### src/rtl/fseq_pkg.sv
package fseq_pkg;
  typedef enum logic [1:0] {OP_PROG = 2'd0, OP_SECT = 2'd1, OP_CHIP = 2'd2, OP_ID = 2'd3} op_e;
  typedef enum logic [2:0] {K_WR, K_RD0, K_RD1, K_WAIT, K_POLL, K_END} kind_e;
  typedef enum logic [1:0] {B_IDLE, B_WLO, B_WHI, B_RD} bus_st_e;
  typedef enum logic [2:0] {T_IDLE, T_ISSUE, T_BUS, T_WAIT, T_FIN} top_st_e;

  typedef struct packed {
    kind_e       kind;
    logic        req_a;   // address comes from the request
    logic        req_d;   // data comes from the request
    logic [14:0] ua;
    logic [7:0]  ud;
  } step_t;

  function automatic step_t mk(kind_e k, logic ra, logic rd, logic [14:0] a, logic [7:0] d);
    step_t s;
    s.kind = k; s.req_a = ra; s.req_d = rd; s.ua = a; s.ud = d;
    return s;
  endfunction

  // Step i of the bus program for operation op.
  function automatic step_t step_of(op_e op, logic [3:0] i);
    logic [7:0] third;
    step_t s;
    third = (op == OP_PROG) ? 8'hA0 : (op == OP_ID) ? 8'h90 : 8'h80;
    s = mk(K_END, 1'b0, 1'b0, 15'h0, 8'h00);
    case (i)
      4'd0: s = mk(K_WR, 1'b0, 1'b0, 15'h5555, 8'hAA);
      4'd1: s = mk(K_WR, 1'b0, 1'b0, 15'h2AAA, 8'h55);
      4'd2: s = mk(K_WR, 1'b0, 1'b0, 15'h5555, third);
      default: begin
        case (op)
          OP_PROG: case (i)
            4'd3: s = mk(K_WR, 1'b1, 1'b1, 15'h0, 8'h00);
            4'd4: s = mk(K_POLL, 1'b1, 1'b0, 15'h0, 8'h00);
            default: ;
          endcase
          OP_SECT, OP_CHIP: case (i)
            4'd3: s = mk(K_WR, 1'b0, 1'b0, 15'h5555, 8'hAA);
            4'd4: s = mk(K_WR, 1'b0, 1'b0, 15'h2AAA, 8'h55);
            4'd5: s = (op == OP_SECT) ? mk(K_WR, 1'b1, 1'b0, 15'h0, 8'h30)
                                      : mk(K_WR, 1'b0, 1'b0, 15'h5555, 8'h10);
            4'd6: s = mk(K_POLL, 1'b1, 1'b0, 15'h0, 8'h00);
            default: ;
          endcase
          default: case (i)
            4'd3: s = mk(K_WAIT, 1'b0, 1'b0, 15'h0, 8'h00);
            4'd4: s = mk(K_RD0, 1'b0, 1'b0, 15'h0, 8'h00);
            4'd5: s = mk(K_RD1, 1'b0, 1'b0, 15'h0, 8'h00);
            4'd6: s = mk(K_WR, 1'b0, 1'b0, 15'h5555, 8'hAA);
            4'd7: s = mk(K_WR, 1'b0, 1'b0, 15'h2AAA, 8'h55);
            4'd8: s = mk(K_WR, 1'b0, 1'b0, 15'h5555, 8'hF0);
            4'd9: s = mk(K_WAIT, 1'b0, 1'b0, 15'h0, 8'h00);
            default: ;
          endcase
        endcase
      end
    endcase
    return s;
  endfunction
endpackage

### src/rtl/fseq_bus_engine.sv
module fseq_bus_engine #(
  parameter int AW      = 19,
  parameter int WLO_CYC = 8,
  parameter int WHI_CYC = 6,
  parameter int RD_CYC  = 18
) (
  input  logic          clk,
  input  logic          rst_n,
  input  logic          start,
  input  logic          wr,
  input  logic [AW-1:0] addr,
  input  logic [7:0]    wdata,
  output logic          ack,
  output logic [7:0]    rdata,
  output logic [AW-1:0] fl_addr,
  output logic [7:0]    fl_wdata,
  input  logic [7:0]    fl_rdata,
  output logic          fl_we_n,
  output logic          fl_oe_n,
  output logic          fl_ce_n
);
  import fseq_pkg::*;
  localparam int M1   = (WLO_CYC > WHI_CYC) ? WLO_CYC : WHI_CYC;
  localparam int MAXC = (M1 > RD_CYC) ? M1 : RD_CYC;
  localparam int CW   = $clog2(MAXC + 1);

  bus_st_e       st;
  logic [CW-1:0] cnt;

  always_ff @(posedge clk) begin
    if (!rst_n) begin
      st <= B_IDLE; cnt <= '0; ack <= 1'b0;
      rdata <= '0; fl_addr <= '0; fl_wdata <= '0;
    end else begin
      ack <= 1'b0;
      case (st)
        B_IDLE: if (start) begin
          fl_addr  <= addr;
          fl_wdata <= wdata;
          st       <= wr ? B_WLO : B_RD;
          cnt      <= wr ? CW'(WLO_CYC - 1) : CW'(RD_CYC - 1);
        end
        B_WLO: if (cnt == '0) begin
          st <= B_WHI; cnt <= CW'(WHI_CYC - 1);
        end else cnt <= cnt - 1'b1;
        B_WHI: if (cnt == '0) begin
          st <= B_IDLE; ack <= 1'b1;
        end else cnt <= cnt - 1'b1;
        default: if (cnt == '0) begin
          st <= B_IDLE; ack <= 1'b1; rdata <= fl_rdata;
        end else cnt <= cnt - 1'b1;
      endcase
    end
  end

  assign fl_we_n = (st != B_WLO);
  assign fl_oe_n = (st != B_RD);
  assign fl_ce_n = (st == B_IDLE);
endmodule

### src/rtl/fseq_poll_track.sv
module fseq_poll_track #(
  parameter int PLW = 18
) (
  input  logic           clk,
  input  logic           rst_n,
  input  logic           clear,
  input  logic           sample,
  input  logic           bit6,
  input  logic [PLW-1:0] limit,
  output logic           confirm,
  output logic           expired
);
  logic           prev, has_prev;
  logic [1:0]     run;
  logic [PLW-1:0] reads;
  logic           same;

  assign same    = has_prev && (bit6 == prev);
  assign confirm = sample && same && (run == 2'd2);
  assign expired = sample && !confirm && ({1'b0, reads} + 1'b1 >= {1'b0, limit});

  always_ff @(posedge clk) begin
    if (!rst_n || clear) begin
      prev <= 1'b0; has_prev <= 1'b0; run <= '0; reads <= '0;
    end else if (sample) begin
      prev     <= bit6;
      has_prev <= 1'b1;
      run      <= same ? run + 2'd1 : 2'd0;
      reads    <= reads + 1'b1;
    end
  end
endmodule

### src/rtl/flash_cmd_seq.sv
module flash_cmd_seq #(
  parameter int AW         = 19,
  parameter int CLK_NS     = 5,
  parameter int WP_NS      = 40,
  parameter int DS_NS      = 40,
  parameter int WPH_NS     = 30,
  parameter int RD_NS      = 90,
  parameter int IDW_NS     = 150,
  parameter int PLW        = 18,
  parameter int PROG_POLLS = 2048,
  parameter int SECT_POLLS = 65536,
  parameter int CHIP_POLLS = 200000
) (
  input  logic          clk,
  input  logic          rst_n,
  input  logic          req_valid,
  output logic          req_ready,
  input  logic [1:0]    req_op,
  input  logic [AW-1:0] req_addr,
  input  logic [7:0]    req_data,
  output logic          done,
  output logic          err,
  output logic [7:0]    id_mfr,
  output logic [7:0]    id_dev,
  output logic [AW-1:0] fl_addr,
  output logic [7:0]    fl_wdata,
  input  logic [7:0]    fl_rdata,
  output logic          fl_we_n,
  output logic          fl_oe_n,
  output logic          fl_ce_n
);
  import fseq_pkg::*;
  localparam int WLO_NS  = (WP_NS > DS_NS) ? WP_NS : DS_NS;
  localparam int WLO_CYC = (WLO_NS + CLK_NS - 1) / CLK_NS;
  localparam int WHI_CYC = (WPH_NS + CLK_NS - 1) / CLK_NS;
  localparam int RD_CYC  = (RD_NS + CLK_NS - 1) / CLK_NS;
  localparam int IDW_CYC = (IDW_NS + CLK_NS - 1) / CLK_NS;
  localparam int WW      = $clog2(IDW_CYC + 1);

  top_st_e       st;
  op_e           op_q;
  logic [AW-1:0] addr_q;
  logic [7:0]    data_q;
  logic [3:0]    idx;
  logic [WW-1:0] wcnt;
  logic          err_q, done_q;
  logic [7:0]    mfr_q, dev_q;
  step_t         s;
  logic          eng_start, eng_ack;
  logic [AW-1:0] eng_addr;
  logic [7:0]    eng_wdata, eng_rdata;
  logic          confirm, expired, sample;
  logic [PLW-1:0] limit;

  assign s = step_of(op_q, idx);

  always_comb begin
    case (s.kind)
      K_RD0:   eng_addr = '0;
      K_RD1:   eng_addr = AW'(1);
      default: eng_addr = s.req_a ? addr_q : AW'(s.ua);
    endcase
    case (op_q)
      OP_PROG: limit = PLW'(PROG_POLLS);
      OP_SECT: limit = PLW'(SECT_POLLS);
      default: limit = PLW'(CHIP_POLLS);
    endcase
  end
  assign eng_wdata = s.req_d ? data_q : s.ud;
  assign eng_start = (st == T_ISSUE) &&
                     (s.kind == K_WR || s.kind == K_RD0 || s.kind == K_RD1 || s.kind == K_POLL);
  assign sample    = eng_ack && (st == T_BUS) && (s.kind == K_POLL);

  fseq_bus_engine #(.AW(AW), .WLO_CYC(WLO_CYC), .WHI_CYC(WHI_CYC), .RD_CYC(RD_CYC)) u_bus (
    .clk(clk), .rst_n(rst_n), .start(eng_start), .wr(s.kind == K_WR),
    .addr(eng_addr), .wdata(eng_wdata), .ack(eng_ack), .rdata(eng_rdata),
    .fl_addr(fl_addr), .fl_wdata(fl_wdata), .fl_rdata(fl_rdata),
    .fl_we_n(fl_we_n), .fl_oe_n(fl_oe_n), .fl_ce_n(fl_ce_n));

  fseq_poll_track #(.PLW(PLW)) u_poll (
    .clk(clk), .rst_n(rst_n), .clear(st == T_IDLE), .sample(sample),
    .bit6(eng_rdata[6]), .limit(limit), .confirm(confirm), .expired(expired));

  always_ff @(posedge clk) begin
    if (!rst_n) begin
      st <= T_IDLE; op_q <= OP_PROG; addr_q <= '0; data_q <= '0; idx <= '0;
      wcnt <= '0; err_q <= 1'b0; done_q <= 1'b0; mfr_q <= '0; dev_q <= '0;
    end else begin
      done_q <= (st == T_FIN);
      case (st)
        T_IDLE: if (req_valid) begin
          op_q <= op_e'(req_op); addr_q <= req_addr; data_q <= req_data;
          idx <= '0; err_q <= 1'b0; st <= T_ISSUE;
        end
        T_ISSUE: case (s.kind)
          K_WAIT:  begin wcnt <= WW'(IDW_CYC - 1); st <= T_WAIT; end
          K_END:   st <= T_FIN;
          default: st <= T_BUS;
        endcase
        T_BUS: if (eng_ack) begin
          if (s.kind == K_RD0) mfr_q <= eng_rdata;
          if (s.kind == K_RD1) dev_q <= eng_rdata;
          if (s.kind != K_POLL || confirm) begin
            idx <= idx + 4'd1; st <= T_ISSUE;
          end else if (expired) begin
            err_q <= 1'b1; st <= T_FIN;
          end else st <= T_ISSUE;
        end
        T_WAIT: if (wcnt == '0) begin
          idx <= idx + 4'd1; st <= T_ISSUE;
        end else wcnt <= wcnt - 1'b1;
        default: st <= T_IDLE;
      endcase
    end
  end

  assign req_ready = (st == T_IDLE);
  assign done      = done_q;
  assign err       = err_q;
  assign id_mfr    = mfr_q;
  assign id_dev    = dev_q;
endmodule

### config.mk
export PLATFORM = sky130hd
export DESIGN_NAME = flash_cmd_seq
export DESIGN_NICKNAME = d
export VERILOG_FILES = /design/src/rtl/fseq_pkg.sv /design/src/rtl/fseq_bus_engine.sv /design/src/rtl/fseq_poll_track.sv /design/src/rtl/flash_cmd_seq.sv
export SDC_FILE = /design/constraint.sdc
export NUM_CORES = 1
export LEC_CHECK = 0
export CORE_ASPECT_RATIO = 0.8
export CORE_MARGIN = 5
export CORE_UTILIZATION = 40
export DETAILED_ROUTE_END_ITERATION = 8
export GPL_ROUTABILITY_DRIVEN = 0
export PLACE_DENSITY = 0.71
export SYNTH_ARGS = -nofsm -noshare
export SYNTH_HDL_FRONTEND = slang
export SYNTH_SLANG_ARGS = --single-unit
### constraint.sdc
create_clock -name clk -period 6 [get_ports clk]
set_input_delay 0.9 -clock clk [delete_from_list [all_inputs] [get_ports clk]]
set_output_delay 0.9 -clock clk [all_outputs]
set_load 0.01 [all_outputs]
==> results of run 1 <==
-- metal layers --
metal / track usage / routed length, um / up-vias
li1: - / - / 2876
met1: 0.262 / 7910 / 2620
met2: 0.257 / 6820 / 184
met3: 0.0506 / 1140 / 15
met4: 0.0471 / 167 / 0
met5: 0 / 0 / -
-- worst paths after layout --
check | cells past startpoint | slack, ps | end
setup reg to reg | 11 | 2680 | st[2]$_SDFFE_PN0P_
hold / removal | 2 | 450 | addr_q[6]$_SDFFE_PN0P_
hold reg to reg | 2 | 450 | addr_q[6]$_SDFFE_PN0P_
setup / recovery | 11 | 2680 | st[2]$_SDFFE_PN0P_
-- where the power goes --
part | total (mW) | internal [mW] | switching [mW]
Clock | 1.06 | 0.640 | 0.418
Combinational | 0.525 | 0.233 | 0.292
Sequential | 0.968 | 0.903 | 0.0648
-- final cells by class --
type,count,area [sq um],area share
clock buffer,18,439,0.0552
inverter,19,71.3,0.00897
tap,215,269,0.0338
timing repair buffer,91,903,0.114
sequential,124,2480,0.312
clock inverter,14,171,0.0216
multi-input combinational,582,3620,0.455
-- cells in the final DEF (no fill, tap or decap), drive strengths merged, types with 4 or more instances in the layout --
cell type / synthesis / layout
a21oi: 81 / 81
nor4: 10 / 10
and2: 5 / 5
a21o: 4 / 4
or4: 4 / 4
clkdlybuf4s50: 0 / 88
a31o: 4 / 4
nand2b: 18 / 18
inv: 19 / 29
and4: 4 / 4
or2: 7 / 7
nand2: 120 / 120
clkbuf: 32 / 18
a31oi: 6 / 6
nor2: 69 / 69
nor3: 14 / 14
xnor2: 14 / 14
mux2i: 23 / 23
o211ai: 6 / 6
dfxtp: 124 / 124
a22o: 7 / 7
ha: 20 / 20
xor2: 12 / 12
a211oi: 8 / 8
nor2b: 5 / 5
nand3: 24 / 24
nand4: 14 / 14
or3: 7 / 7
o21ai: 23 / 23
and3: 10 / 10
a311oi: 6 / 6
-- cells by family (layout without fill, tap and decap cells) --
kind of cell	Yosys count	count (layout)	synth area share
buf+inv	71	142	0.0507
fa+ha+maj	20	20	0.0390
mux	23	23	0.0359
xor+xnor	26	26	0.0355
compound gates	184	184	0.194
simple gates	329	329	0.258
flops	124	124	0.387
-- sequential cells by signal, indices dropped and copies added, names as in the netlist --
signal / count
addr_q: 19
data_q: 8
done: 1
err: 1
id_dev: 8
id_mfr: 8
idx: 4
op_q: 2
st: 3
u_bus.ack: 1
u_bus.cnt: 5
u_bus.fl_addr: 19
u_bus.fl_wdata: 8
u_bus.rdata: 8
u_bus.st: 2
u_poll.has_prev: 1
u_poll.prev: 1
u_poll.reads: 18
u_poll.run: 2
wcnt: 5
-- worst reg2reg max path, cell delays in order, from the launching register on --
cell and delay, ps:
dfxtp_1 440, ha_1 280, nand3_1 250, nor3_1 560
and2_1 280, xor2_1 90, ha_1 210, or2_2 300
a311oi_1 200, o21ai_0 180, a21oi_1 260, a311oi_1 120
==> impl_metrics.py, run 1 <==
metrics = {
    "synth": {
        "syn_inst": 777,
        "async_reset_ff_frac": 0,
        "synth_nets": 837,
        "yosysMostFrequentCell": "dfxtp_1",
        "yosysTopAreaCellShare": 0.387,
        "synth.distinct_cells": 83,
        "synth-seq-cells": 124,
        "ys_top_cells_by_count": "124 x dfxtp_1, 120 x nand2_1, 79 x a21oi_1",
        "synth.area.top_cells": "dfxtp_1 39%, nand2_1 7.0%, a21oi_1 6.2%",
        "synth.largest_area_cell": "dfxtp_1",
        "synth_edf_count": 0,
        "synth_area_sq_um": 6420,
        "yosys_warnings": 0,
        "synth.avg_cell_area_sq_um": 8.26,
        "postSynth.topFlopCell": "dfxtp_1",
        "synth_seq_area_share": 0.387,
    },
    "timing": {
        "worst_pin_slew_ps": 1040,
        "fin_skew_ps": 14.1,
        "fin_crit_ps": 3320,
        "drv_slew": 0,
        "hold_viol": 0,
        "setup_viol_count_final": 0,
        "finalCritPeriodShare": 0.553,
        "rsz0062_at_grt": "no",
        "holdWs_ps": 448,
        "max_freq_mhz": 301,
        "fin_tns_setup_ps": 0,
        "relSlewSlack": 0.299,
        "setup_slack_ps": 2680,
    },
    "cts": {
        "ctsResizeCount": 0,
        "clk_latency_ps": 420,
        "root_buffer": "clkbuf_16",
        "cts.sinks": 124,
        "tritoncts": "done",
        "post_cts.repair.setup_buffers": 0,
        "holdBufCountCts": 0,
        "cts.htree.levels": 4,
        "clk_pin_slew_worst_paths_ps": 60,
        "clock_path_buffers": 2,
        "cts_made_buffers": 17,
    },
    "setup_path": {
        "startpoint_type": "flop",
        "required_ps": 6270,
        "critPathBufInv": 0,
        "cp.arrival_ps": 3580,
        "worst-setup-path-type": "reg -> reg",
        "cp_slowest_cell": "nor3_1",
        "cpPeakStageDelay_ps": 550,
        "end_kind": "flop",
        "critPathTopFamily": "simple AND/OR/NAND/NOR gates",
        "crit_path_max_fanout": 7,
        "crit_path_start": "u_poll.reads[0]$_SDFFE_PP0P_",
        "reg2reg_from": "u_poll.reads[0]$_SDFFE_PP0P_",
        "path_cells": "ha_1 -> nand3_1 -> nor3_1 -> and2_1 -> xor2_1 -> ha_1 -> or2_2 -> a311oi_1 -> o21ai_0 -> a21oi_1 -> a311oi_1",
    },
    "placement": {
        "place_ws_ps": 2530,
        "hpwl_mm": 10.9,
        "place_area_sq_um": 7340,
        "dp.cells": 1031,
        "port-buffer-count": 88,
    },
    "power": {
        "p_per_area_nw_per_um2": 321,
        "power.leakage_nw": 2.89,
        "peakVddDrop_uv": 233,
        "power_mw": 2.55,
    },
    "outcome": {
        "status": "finished, final reports clean",
    },
    "floorplanning": {
        "die_area_sq_um": 18700,
        "ioPinCount": 89,
        "row_count": 41,
        "core_area_sq_um": 15700,
        "die_w_um": 152,
        "start_util": 0.408,
        "die_y_um": 123,
    },
    "cells_and_area": {
        "antenna_cells": 0,
        "final_cells": 1063,
        "nets": 895,
        "final_core_utilization": 0.505,
        "drive_gt1_frac": 0.0825,
        "fillCellCount": 1461,
        "fin_area_sq_um": 7950,
        "area_growth_syn_to_layout_pct": 23.9,
    },
    "detailed_routing": {
        "drtPass1Iterations": 6,
        "vias_per_cell": 5.36,
        "finalWirelength_mm": 16.0,
        "wl_per_cell_um": 15.1,
        "drtIter0Drc": 396,
        "ant_nets": 0,
        "vias": 5695,
        "route.detailed.drc": 0,
    },
    "hold_path": {
        "worstHoldStart": "addr_q[6]$_SDFFE_PN0P_",
        "hold_class": "reg -> reg",
    },
    "run": {
        "cap_viol_max_count": 0,
    },
    "global_route": {
        "grt_pass1_vias": 5323,
        "track_usage": 0.178,
        "antenna_found_initial": 0,
        "grt_pass1_wl_mm": 26.8,
        "grt_max_degree": 49,
        "grt_overflow_total": 0,
    },
}
No activity file was read; power rests on OpenSTA's default activity.
==> inputs of run 2 (changes only) <==
- clock period: 6 -> 3.2 ns (I/O delays scaled with it)
==> impl_metrics.py, run 2 (synthesis results as in run 1) <==
metrics = {
    "floorplanning": {
        "die_w_um": 152,
        "die_area_sq_um": 18700,
        "start_util": 0.408,
        "die_y_um": 123,
        "row_count": 41,
        "core_area_sq_um": 15700,
        "ioPinCount": 89,
    },
    "detailed_routing": {
        "finalWirelength_mm": 16.5,
        "route.detailed.drc": 0,
        "vias_per_cell": 5.41,
        "drtPass1Iterations": 5,
        "vias": 5840,
        "ant_nets": 0,
        "drtIter0Drc": 438,
        "wl_per_cell_um": 15.3,
    },
    "timing": {
        "max_freq_mhz": 337,
        "hold_viol": 0,
        "fin_crit_ps": 2970,
        "fin_tns_setup_ps": 0,
        "worst_pin_slew_ps": 746,
        "relSlewSlack": 0.499,
        "fin_skew_ps": 7.45,
        "drv_slew": 0,
        "rsz0062_at_grt": "no",
        "setup_viol_count_final": 0,
        "finalCritPeriodShare": 0.928,
    },
    "global_route": {
        "grt_overflow_total": 0,
        "track_usage": 0.184,
        "grt_max_degree": 34,
        "antenna_found_initial": 0,
        "grt_pass1_wl_mm": 27.7,
        "grt_pass1_vias": 5549,
    },
    "cts": {
        "clk_latency_ps": 410,
        "clk_pin_slew_worst_paths_ps": 60,
        "holdBufCountCts": 0,
        "root_buffer": "clkbuf_16",
        "tritoncts": "done",
        "cts.sinks": 124,
        "cts.htree.levels": 4,
        "cts_made_buffers": 17,
        "clock_path_buffers": 2,
    },
    "power": {
        "p_per_area_nw_per_um2": 592,
        "peakVddDrop_uv": 384,
        "power.leakage_nw": 2.96,
        "power_mw": 4.79,
    },
    "cells_and_area": {
        "layout_commonest_cell": "dfxtp_1",
        "drive_gt1_frac": 0.0995,
        "layout_common_cells": "124 x dfxtp_1, 120 x nand2_1, 88 x clkdlybuf4s50_1",
        "antenna_cells": 0,
        "largestRegisters": "addr_q x19, u_bus.fl_addr x19, u_poll.reads x18",
        "nets": 912,
        "area_growth_syn_to_layout_pct": 25.9,
        "final_core_utilization": 0.513,
    },
    "setup_path": {
        "crit_path_max_fanout": 11,
        "required_ps": 3510,
        "cp.arrival_ps": 3280,
        "startpoint_type": "flop",
        "worst-setup-path-type": "reg -> reg",
        "end_kind": "flop",
        "worstRegToRegCells": 9,
    },
    "hold_path": {
        "hold_path_depth": 2,
        "hold_class": "reg -> reg",
    },
    "outcome": {
        "status": "finished, final reports clean",
    },
    "run": {
        "cap_viol_max_count": 0,
    },
    "placement": {
        "hpwl_mm": 11.4,
        "port-buffer-count": 88,
    },
}
run 2: final cells by class:
| class | count | area, sq um |
|---|---|---|
| clock buffer | 21 | 460 |
| clock inverter | 10 | 141 |
| fill | 1472 | 7670 |
| inverter | 19 | 71.3 |
| multi-input combinational | 582 | 3630 |
| sequential | 124 | 2480 |
| tap | 215 | 269 |
| timing repair buffer | 108 | 1030 |
run 2: what timing repair did:
item	CTS	global route
hold endpoints to repair	0	0
buffers inserted	0	0
endpoints found under the setup margin	0	9
resized for setup	0	3
run 2: worst max-delay path, cell delays in order, from the launching register on:
cell and delay (ps):
dfxtp_1 400, inv_1 100, ha_1 340, or3_1 540, o211ai_2 220, o221ai_2 230, buf_4 260, o41ai_1 440
a21oi_1 120, a31o_2 220
run 2: report_power, final:
part,switching (mW),internal (mW)
clock,0.695,1.26
sequential,0.110,1.69
combinational,0.567,0.460
total,1.37,3.41
run 2: final timing paths:
kind                            slack [ps]                      to                    from
worst min-delay path                   450  addr_q[8]$_SDFFE_PN0P_  addr_q[8]$_SDFFE_PN0P_
worst min register to register         450  addr_q[8]$_SDFFE_PN0P_  addr_q[8]$_SDFFE_PN0P_
worst max register to register         230      st[0]$_SDFFE_PN0P_     idx[0]$_SDFFE_PN0P_
worst max-delay path                   230      st[0]$_SDFFE_PN0P_     idx[0]$_SDFFE_PN0P_
run 2: through the flow:
stage / hold WS, ps / std cells / cell area [sq um] / setup slack (ps)
floorplan: 430 / 777 / 6420 / 449
global placement: 438 / 1048 / 7470 / 322
detailed placement: 442 / 1048 / 7470 / 220
CTS: 449 / 1079 / 8070 / 196
global route: 472 / 1079 / 8080 / 18.3
finish: 447 / 1079 / 8080 / 230
run 2: layer usage:
layer / GRT usage / routed length, um
met1: 0.256 / 8110
met2: 0.284 / 7230
met5: 0 / 0
met3: 0.0531 / 1050
met4: 0.0387 / 118
==> inputs of run 3 (changes only) <==
- PLACE_DENSITY: 0.71 -> 0.65
- SETUP_SLACK_MARGIN: unset -> 0.2
==> impl_metrics.py, run 3 (synthesis results as in run 1) <==
metrics = {
    "setup_path": {
        "reg2reg_from": "idx[0]$_SDFFE_PN0P_",
        "cpPeakStageDelay_ps": 410,
        "required_ps": 3510,
        "r2r-end": "st[0]$_SDFFE_PN0P_",
        "crit_path_start": "idx[0]$_SDFFE_PN0P_",
        "crit_path_max_fanout": 11,
        "setup.worst_path.end": "st[0]$_SDFFE_PN0P_",
        "cp_slowest_cell": "o41ai_1",
        "worstRegToRegCells": 9,
        "worst-setup-path-type": "reg -> reg",
        "startpoint_type": "flop",
        "cp.arrival_ps": 3190,
        "critPathTopFamily": "compound AO/OA/AOI/OAI gates",
        "ff2ff_setup_slack_ps": 320,
        "worst-path-stages": 9,
        "end_kind": "flop",
        "path_cells": "inv_1 -> ha_1 -> or2_2 -> a311oi_2 -> o221ai_2 -> buf_4 -> o41ai_1 -> a21oi_1 -> a31o_2",
        "critPathBufInv": 2,
    },
    "global_route": {
        "grt_pass1_vias": 5473,
        "grt_pass1_wl_mm": 27.4,
        "grt.busiest_layer": "met1",
        "grt.met2_usage": 0.260,
        "track_usage": 0.184,
        "grt_overflow_total": 0,
        "use_met1": 0.268,
        "grt_max_degree": 39,
        "antenna_found_initial": 0,
        "grt_util_met3": 0.0597,
    },
    "cts": {
        "cts.sinks": 124,
        "root_buffer": "clkbuf_16",
        "cts_made_buffers": 17,
        "clock_path_buffers": 2,
        "cts.htree.levels": 4,
        "tritoncts": "done",
        "clk_latency_ps": 420,
        "clk_pin_slew_worst_paths_ps": 60,
        "post_cts.repair.setup_buffers": 0,
    },
    "floorplanning": {
        "core_area_sq_um": 15700,
        "die_area_sq_um": 18700,
        "ioPinCount": 89,
        "start_util": 0.408,
        "die_y_um": 123,
        "die_w_um": 152,
        "row_count": 41,
    },
    "cells_and_area": {
        "antenna_cells": 0,
        "layout_commonest_cell": "dfxtp_1",
        "final_cells": 1084,
        "final_core_utilization": 0.517,
        "area_growth_syn_to_layout_pct": 26.7,
        "largestRegisters": "addr_q x19, u_bus.fl_addr x19, u_poll.reads x18",
        "drive_gt1_frac": 0.110,
        "layout_common_cells": "123 x dfxtp_1, 120 x nand2_1, 88 x clkdlybuf4s50_1",
        "nets": 916,
    },
    "detailed_routing": {
        "vias_per_cell": 5.36,
        "drtPass1Iterations": 5,
        "route.detailed.drc": 0,
        "wl_per_cell_um": 15.6,
        "vias": 5811,
        "ant_nets": 0,
        "finalWirelength_mm": 16.9,
        "drtIter0Drc": 383,
    },
    "timing": {
        "hold_viol": 0,
        "max_freq_mhz": 347,
        "fin_tns_setup_ps": 0,
        "relSlewSlack": 0.520,
        "setup_slack_ps": 316,
        "drv_slew": 0,
        "finalCritPeriodShare": 0.901,
        "worst_pin_slew_ps": 720,
        "setup_viol_count_final": 0,
        "holdWs_ps": 447,
        "fin_crit_ps": 2880,
        "rsz0062_at_grt": "no",
        "fin_skew_ps": 7.65,
    },
    "power": {
        "peakVddDrop_uv": 357,
        "power.leakage_nw": 2.99,
        "p_per_area_nw_per_um2": 589,
    },
    "placement": {
        "port-buffer-count": 88,
        "dp.cells": 1052,
        "place_ws_ps": 148,
        "hpwl_mm": 11.9,
    },
    "run": {
        "cap_viol_max_count": 0,
    },
    "outcome": {
        "status": "finished, final reports clean",
    },
    "hold_path": {
        "hold_class": "reg -> reg",
    },
}
[run 3: changes by cell type in the layout (fill, tap and decap cells not counted), moves of 2 or more]
cell,change
clkinv_4,+3
clkbuf_8,-2
buf_4,+4
inv_6,+2
clkinvlp_4,-3
[run 3: per-layer routing]
layer / vias to the layer above / wire [um] / part of all wire
met3: 16 / 1080 / 0.064
met4: 0 / 195 / 0.012
met2: 151 / 7170 / 0.43
met5: - / 0 / 0
met1: 2726 / 8420 / 0.50
li1: 2918 / - / -
[run 3: worst register-to-register path: cells and delay by family, from the launching register on]
kind,cells,cell delay [ps]
flip-flops,1,400
AND/OR/NAND/NOR,1,380
AO/OA/AOI/OAI,5,1310
adder cells (fa/ha/maj),1,340
buffers and inverters,2,360
[run 3: area by class of cell]
class / count / area [sq um]
Fill cell: 1520 / 7610
Multi-Input combinational cell: 582 / 3650
Sequential cell: 124 / 2480
Timing Repair Buffer: 112 / 1060
Clock buffer: 19 / 433
Tap cell: 215 / 269
Clock inverter: 13 / 168
Inverter: 19 / 71.3
[run 3: how the worst min path moves through the flow]
| stage | start | end | slack [ps] | cells past startpoint |
|---|---|---|---|---|
| 2_1_floorplan | addr_q[13]$_SDFFE_PN0P_ | u_bus.fl_addr[13]$_SDFFE_PN0P_ | 430 | 2 |
| 3_3_place_gp | addr_q[8]$_SDFFE_PN0P_ | addr_q[8]$_SDFFE_PN0P_ | 440 | 2 |
| 3_5_place_dp | addr_q[6]$_SDFFE_PN0P_ | addr_q[6]$_SDFFE_PN0P_ | 440 | 2 |
| 4_1_cts | addr_q[6]$_SDFFE_PN0P_ | addr_q[6]$_SDFFE_PN0P_ | 450 | 2 |
| 5_1_grt | data_q[7]$_SDFFE_PN0P_ | data_q[7]$_SDFFE_PN0P_ | 470 | 2 |
| 6_report | addr_q[4]$_SDFFE_PN0P_ | addr_q[4]$_SDFFE_PN0P_ | 450 | 2 |
[run 3: through the flow]
| step | instance area, sq um | power, mW |
|---|---|---|
| after global routing | 8140 | 5.04 |
| after global placement | 7500 | 2.87 |
| after floorplan | 6420 | 2.46 |
| final | 8140 | 4.80 |
| after detailed placement | 7500 | 2.87 |
| after CTS | 8100 | 4.83 |
[run 3: power breakdown]
part,internal [mW],switching [mW],total [mW]
clock,1.23,0.716,1.95
sequential,1.69,0.104,1.80
combinational,0.471,0.583,1.05
[run 3: repair_timing]
action,in CTS,in global routing
hold buffers,0,0
resized for setup,1,8
endpoints found under the setup margin,3,21
